<file path="config.mk">
export PLATFORM = sky130hd
export DESIGN_NAME = dacbank_top
export DESIGN_NICKNAME = d
export VERILOG_FILES = /design/src/rtl/dacbank_pkg.sv /design/src/rtl/dacbank_ctrl.sv /design/src/rtl/dacbank_chan.sv /design/src/rtl/dacbank_mask.sv /design/src/rtl/dacbank_top.sv
export SDC_FILE = /design/constraint.sdc
export NUM_CORES = 1
export LEC_CHECK = 0
export ABC_CLOCK_PERIOD_IN_PS = 1400
export BUFFER_PORTS_ARGS = -buffer_cell sky130_fd_sc_hd__buf_2
export CAP_MARGIN = 0
export CORE_MARGIN = 5
export CORE_UTILIZATION = 51
export CTS_BUF_LIST = sky130_fd_sc_hd__clkbuf_16
export DETAILED_ROUTE_END_ITERATION = 7
export HOLD_SLACK_MARGIN = 0.05
export PLACE_DENSITY = 0.83
export SETUP_SLACK_MARGIN = 0.4
export SLEW_MARGIN = 20
export SYNTH_ARGS = -nofsm -noshare
export SYNTH_HDL_FRONTEND = slang
export SYNTH_SLANG_ARGS = --single-unit
</file>
<file path="constraint.sdc">
create_clock -name clk -period 1.4 [get_ports clk]
set_input_delay 0.07 -clock clk [delete_from_list [all_inputs] [get_ports clk]]
set_output_delay 0.07 -clock clk [all_outputs]
set_load 0.05 [all_outputs]
</file>
<file path="src/rtl/dacbank_pkg.sv">
package dacbank_pkg;

    localparam int CODE_W = 14;
    localparam int NUM_CH = 8;

    // bus-state register encoding, one state per combination of open windows
    typedef enum logic [1:0] {
        ST_HOLD  = 2'd0,
        ST_WRITE = 2'd1,
        ST_LOAD  = 2'd2,
        ST_THRU  = 2'd3
    } bus_state_e;

endpackage

</file>
<file path="src/rtl/dacbank_ctrl.sv">
module dacbank_ctrl
    import dacbank_pkg::*;
#(
    parameter int CODE_W = 14,
    parameter int ADDR_W = 3
) (
    input  logic              clk,
    input  logic              rst_n,
    input  logic              cs_n,
    input  logic              wr_n,
    input  logic              ld_n,
    input  logic              clr_n,
    input  logic [ADDR_W-1:0] chan_addr,
    input  logic [CODE_W-1:0] bus_data,
    output logic              wr_en,
    output logic              ld_en,
    output logic              clear_on,
    output logic [ADDR_W-1:0] addr_q,
    output logic [CODE_W-1:0] data_q
);

    bus_state_e state_q;
    bus_state_e state_nx;
    logic       wr_win;
    logic       ld_win;

    assign wr_win = !cs_n && !wr_n;
    assign ld_win = !ld_n;

    // next state depends only on which windows the pins hold open
    always_comb begin
        unique case ({wr_win, ld_win})
            2'b00:   state_nx = ST_HOLD;
            2'b10:   state_nx = ST_WRITE;
            2'b01:   state_nx = ST_LOAD;
            default: state_nx = ST_THRU;
        endcase
    end

    // state register with the bus capture that travels with it
    always_ff @(posedge clk) begin
        if (!rst_n) begin
            state_q  <= ST_HOLD;
            addr_q   <= '0;
            data_q   <= '0;
            clear_on <= 1'b0;
        end else begin
            state_q  <= state_nx;
            addr_q   <= chan_addr;
            data_q   <= bus_data;
            clear_on <= !clr_n;
        end
    end

    // output decode of the state
    always_comb begin
        unique case (state_q)
            ST_HOLD: begin
                wr_en = 1'b0;
                ld_en = 1'b0;
            end
            ST_WRITE: begin
                wr_en = 1'b1;
                ld_en = 1'b0;
            end
            ST_LOAD: begin
                wr_en = 1'b0;
                ld_en = 1'b1;
            end
            ST_THRU: begin
                wr_en = 1'b1;
                ld_en = 1'b1;
            end
            default: begin
                wr_en = 1'b0;
                ld_en = 1'b0;
            end
        endcase
    end

endmodule

</file>
<file path="src/rtl/dacbank_chan.sv">
module dacbank_chan #(
    parameter int CODE_W = 14
) (
    input  logic              clk,
    input  logic              rst_n,
    input  logic              hit,
    input  logic              ld_en,
    input  logic [CODE_W-1:0] data_q,
    output logic [CODE_W-1:0] in_code,
    output logic [CODE_W-1:0] dac_code
);

    localparam logic [CODE_W-1:0] MID_CODE = {1'b1, {(CODE_W-1){1'b0}}};

    always_ff @(posedge clk) begin
        if (!rst_n) begin
            in_code  <= MID_CODE;
            dac_code <= MID_CODE;
        end else begin
            if (hit) begin
                in_code <= data_q;
            end
            // with both windows open the bus value flows straight through
            if (ld_en) begin
                dac_code <= hit ? data_q : in_code;
            end
        end
    end

endmodule

</file>
<file path="src/rtl/dacbank_mask.sv">
module dacbank_mask #(
    parameter int CODE_W = 14,
    parameter int NUM_CH = 8
) (
    input  logic                     clk,
    input  logic                     rst_n,
    input  logic                     clear_on,
    input  logic [NUM_CH*CODE_W-1:0] dac_vec,
    output logic [NUM_CH*CODE_W-1:0] chan_code,
    output logic [NUM_CH-1:0]        gnd_force
);

    localparam logic [CODE_W-1:0] MID_CODE = {1'b1, {(CODE_W-1){1'b0}}};

    always_ff @(posedge clk) begin
        if (!rst_n) begin
            gnd_force <= '0;
        end else begin
            gnd_force <= {NUM_CH{clear_on}};
        end
    end

    for (genvar k = 0; k < NUM_CH; k++) begin : g_out
        assign chan_code[k*CODE_W +: CODE_W] =
            gnd_force[k] ? MID_CODE : dac_vec[k*CODE_W +: CODE_W];
    end

endmodule

</file>
<file path="src/rtl/dacbank_top.sv">
module dacbank_top #(
    parameter int CODE_W = dacbank_pkg::CODE_W,
    parameter int NUM_CH = dacbank_pkg::NUM_CH,
    localparam int ADDR_W = $clog2(NUM_CH)
) (
    input  logic                     clk,
    input  logic                     rst_n,
    input  logic [CODE_W-1:0]        bus_data,
    input  logic [ADDR_W-1:0]        chan_addr,
    input  logic                     cs_n,
    input  logic                     wr_n,
    input  logic                     ld_n,
    input  logic                     clr_n,
    output logic [NUM_CH*CODE_W-1:0] chan_code,
    output logic [NUM_CH-1:0]        gnd_force
);

    logic                     wr_en;
    logic                     ld_en;
    logic                     clear_on;
    logic [ADDR_W-1:0]        addr_q;
    logic [CODE_W-1:0]        data_q;
    logic [NUM_CH*CODE_W-1:0] in_vec;
    logic [NUM_CH*CODE_W-1:0] dac_vec;

    dacbank_ctrl #(
        .CODE_W (CODE_W),
        .ADDR_W (ADDR_W)
    ) ctrl_i (
        .clk       (clk),
        .rst_n     (rst_n),
        .cs_n      (cs_n),
        .wr_n      (wr_n),
        .ld_n      (ld_n),
        .clr_n     (clr_n),
        .chan_addr (chan_addr),
        .bus_data  (bus_data),
        .wr_en     (wr_en),
        .ld_en     (ld_en),
        .clear_on  (clear_on),
        .addr_q    (addr_q),
        .data_q    (data_q)
    );

    for (genvar k = 0; k < NUM_CH; k++) begin : g_ch
        logic hit;
        assign hit = wr_en && (addr_q == ADDR_W'(k));

        dacbank_chan #(
            .CODE_W (CODE_W)
        ) chan_i (
            .clk      (clk),
            .rst_n    (rst_n),
            .hit      (hit),
            .ld_en    (ld_en),
            .data_q   (data_q),
            .in_code  (in_vec[k*CODE_W +: CODE_W]),
            .dac_code (dac_vec[k*CODE_W +: CODE_W])
        );
    end

    dacbank_mask #(
        .CODE_W (CODE_W),
        .NUM_CH (NUM_CH)
    ) mask_i (
        .clk       (clk),
        .rst_n     (rst_n),
        .clear_on  (clear_on),
        .dac_vec   (dac_vec),
        .chan_code (chan_code),
        .gnd_force (gnd_force)
    );

endmodule

</file>
==> impl_metrics.ini <==
[critical_path]
arrival_ns = 1.60
worstPathRequired_ns = 1.33
r2r_start = ctrl_i.state_q[0]
endpoint_kind = primary output
crit_start = mask_i.gnd_force[0]
path_class = flop to primary output
worstRegToRegCells = 7
r2r_slack_ns = -0.19
crit_fanout = 9
r2r-end = g_ch[5].chan_i.in_code[13]
start_kind = flop

[floorplanning]
dieArea_sq_um = 21200
die_w_um = 146
rows = 49
dieHeight_um = 146
start_util_pct = 52.1
core_area_sq_um = 18000
ioPinCount = 143

[detailed_routing]
drtAntennaViolNets = 0
via_per_inst = 5.54
wire_per_inst_um = 21.5
drt_iter0_markers = 447
routed_wirelength_um = 29100
drc = 0
dr_total_vias = 7487
dr.pass1.iters = 5

[yosys]
synth_cell_type_count = 22
syn_nets = 977
syn_area_sq_um = 9390
ys_warn_count = 0
seq_area_frac_synth_pct = 52.2
netlist_instances = 954
ys_ff_latch = 245
syn-mean-instance-area_sq_um = 9.85

[power]
pwr-share-comb_pct = 14.5
power_density_nw_per_um2 = 1080
p_leak_nw = 5.33
p_sw_mw = 4.26
seqPwrFrac_pct = 48.1
p_int_mw = 11.3
ir_drop_mv = 1.11
p_clk_share_pct = 37.4
swShare_pct = 27.3

[global_routing]
track_usage_pct = 23.2
grt_pass1_vias = 7394
grt_max_degree = 95
grt.overflow.total = 0
grt_pass1_wl_um = 40400
antenna_found_initial = 0

[run_status]
status = complete, but fails checks
violations = setup timing

[sta]
hold_viol = 0
period_share_pct = 119
worst_slack_ns = -0.272
max_slew_margin_pct = 34.6
setup_viol = 275
period_needed_ns = 1.67
max_clock_freq_ghz = 0.598
rsz0062_at_grt = true
fin_tns_setup_ns = -33.92
fin_worst_skew_ns = 0.0135
fin_hold_ws_ns = 0.0747
drv_slew = 0
worst_pin_slew_ns = 0.980

[placement]
portBuffers = 142
dpl_cell_area_sq_um = 10800
dp_hpwl_um = 13700
gp_congestion = 0.792
numPlacedInstances = 1253

[layout]
area_delta_synth_final_pct = 53.4
final_cells = 1352
drive_above_1_share_pct = 45.7
fin_nets = 1132
fin_area_sq_um = 14400
diodes = 0

[clocking]
tritoncts = built
cts.sinks = 245
cts_buffer_depth = 3
clk_latency_ns = 0.51
htree_levels = 1
cts_root_buf = clkbuf_16
tritoncts.num_buffers = 24
clkTransAtPathRegs_ns = 0.06

[worst_hold_path]
min_from = rst_n
whs_path_depth = 3
holdPathEnd = g_ch[5].chan_i.in_code[1]
hold_path_class = input port to flop

[job]
maxCapViolCount = 0
final cells by class:
type	instances	area [sq um]
Fill cell	953	3620
Timing Repair Buffer	232	2600
Multi-Input combinational cell	606	5880
Sequential cell	245	4940
Clock inverter	15	68.8
Tap cell	229	287
Clock buffer	25	626
flip-flops by register name (all words and copies together), names as in the netlist:
name,count
ctrl_i.addr_q,3
ctrl_i.clear_on,1
ctrl_i.data_q,14
ctrl_i.state_q,2
g_ch.chan_i.dac_code,112
g_ch.chan_i.in_code,112
mask_i.gnd_force,1
cells in the mapped netlist:
cell type  number  area [sq um]
nor4b_4         1          23.8
nand2_1         8          30.0
o21ai_0       104           521
nor2_1         12          45.0
buf_4          20           150
a211oi_1        4          30.0
nor4bb_1        1          10.0
and2_1         18           113
a21oi_1       108           541
buf_2           9          45.0
nand3b_1        5          37.5
nor3b_1         1          7.51
buf_6           4          45.0
nand4b_1        3          26.3
mux2i_1       116          1160
nand4_2         1          12.5
and4bb_2        2          25.0
dfxtp_1       245          4900
nor2b_1       210          1310
or2_2           8          50.1
and4b_1         4          40.0
clkbuf_1       70           263
critical path, cell delays in order (launching register included):
cell and delay (ns):
dfxtp_4 0.39, buf_4 0.16, buf_12 0.14, or2_4 0.24
buf_6 0.15
per-layer routing:
metal | routed length (um) | global-route usage (%) | up-vias
met5 | 0 | 0 | -
met3 | 1440 | 4.92 | 75
met2 | 15000 | 39.2 | 263
met4 | 1080 | 7.56 | 0
met1 | 11500 | 29.6 | 3636
li1 | - | - | 3513
kinds of logic (layout without fill, tap and decap cells):
kind of cell | count (synthesis) | after routing | synth area share (%)
multiplexers | 116 | 116 | 12.4
flip-flops | 245 | 245 | 52.2
AND/OR/NAND/NOR | 274 | 274 | 18.5
buffers and inverters | 103 | 272 | 5.35
AO/OA/AOI/OAI | 216 | 216 | 11.6
cell usage in the layout, fill, tap and decap left out, drive strengths merged, types with 2 or more instances in the layout:
cell type / instances
dfxtp: 245
nor2b: 210
buf: 198
mux2i: 116
a21oi: 108
o21ai: 104
clkbuf: 33
dlygate4sd3: 25
and2: 18
nor2: 12
clkinv: 12
or2: 8
nand2: 8
nand3b: 5
and4b: 4
a211oi: 4
nand4b: 3
and4bb: 2
clkinvlp: 2
power groups by stage:
stage	logic (mW)	registers, mW	clock network (mW)
2_1_floorplan	1.43	7.42	0
3_3_place_gp	1.66	7.57	0
3_5_place_dp	1.68	7.57	0
4_1_cts	2.05	7.44	5.86
5_1_grt	2.37	7.53	6.15
6_report	2.26	7.51	5.84
per-stage QoR:
step	utilization, %	power [mW]	worst slack, ns
final	79.9	15.6	-0.272
after global routing	79.9	16.0	-0.294
after CTS	72.4	15.3	-0.235
after detailed placement	60.2	9.25	-0.0736
after global placement	60.2	9.22	-0.0134
after floorplan	-	8.85	-0.161
how the worst max path moves through the flow:
stage	endpoint	depth (start not counted)	slack [ns]
after floorplan	chan_code[21]	3	-0.16
after global placement	g_ch[2].chan_i.dac_code[10]	4	-0.01
after detailed placement	g_ch[0].chan_i.dac_code[1]	5	-0.07
after CTS	chan_code[97]	3	-0.23
after global routing	chan_code[97]	3	-0.29
final	chan_code[55]	4	-0.27
timing repair:
| action | in CTS | in global routing |
|---|---|---|
| endpoints found under the setup margin | 344 | 345 |
| hold buffers | 26 | 0 |
| setup buffers | 14 | 8 |
| endpoints found under the hold margin | 44 | 0 |
| cloned | 6 | 5 |
| pin swaps | 10 | 13 |
| resized for setup | 290 | 236 |
No activity file was read; power rests on OpenSTA's default activity.
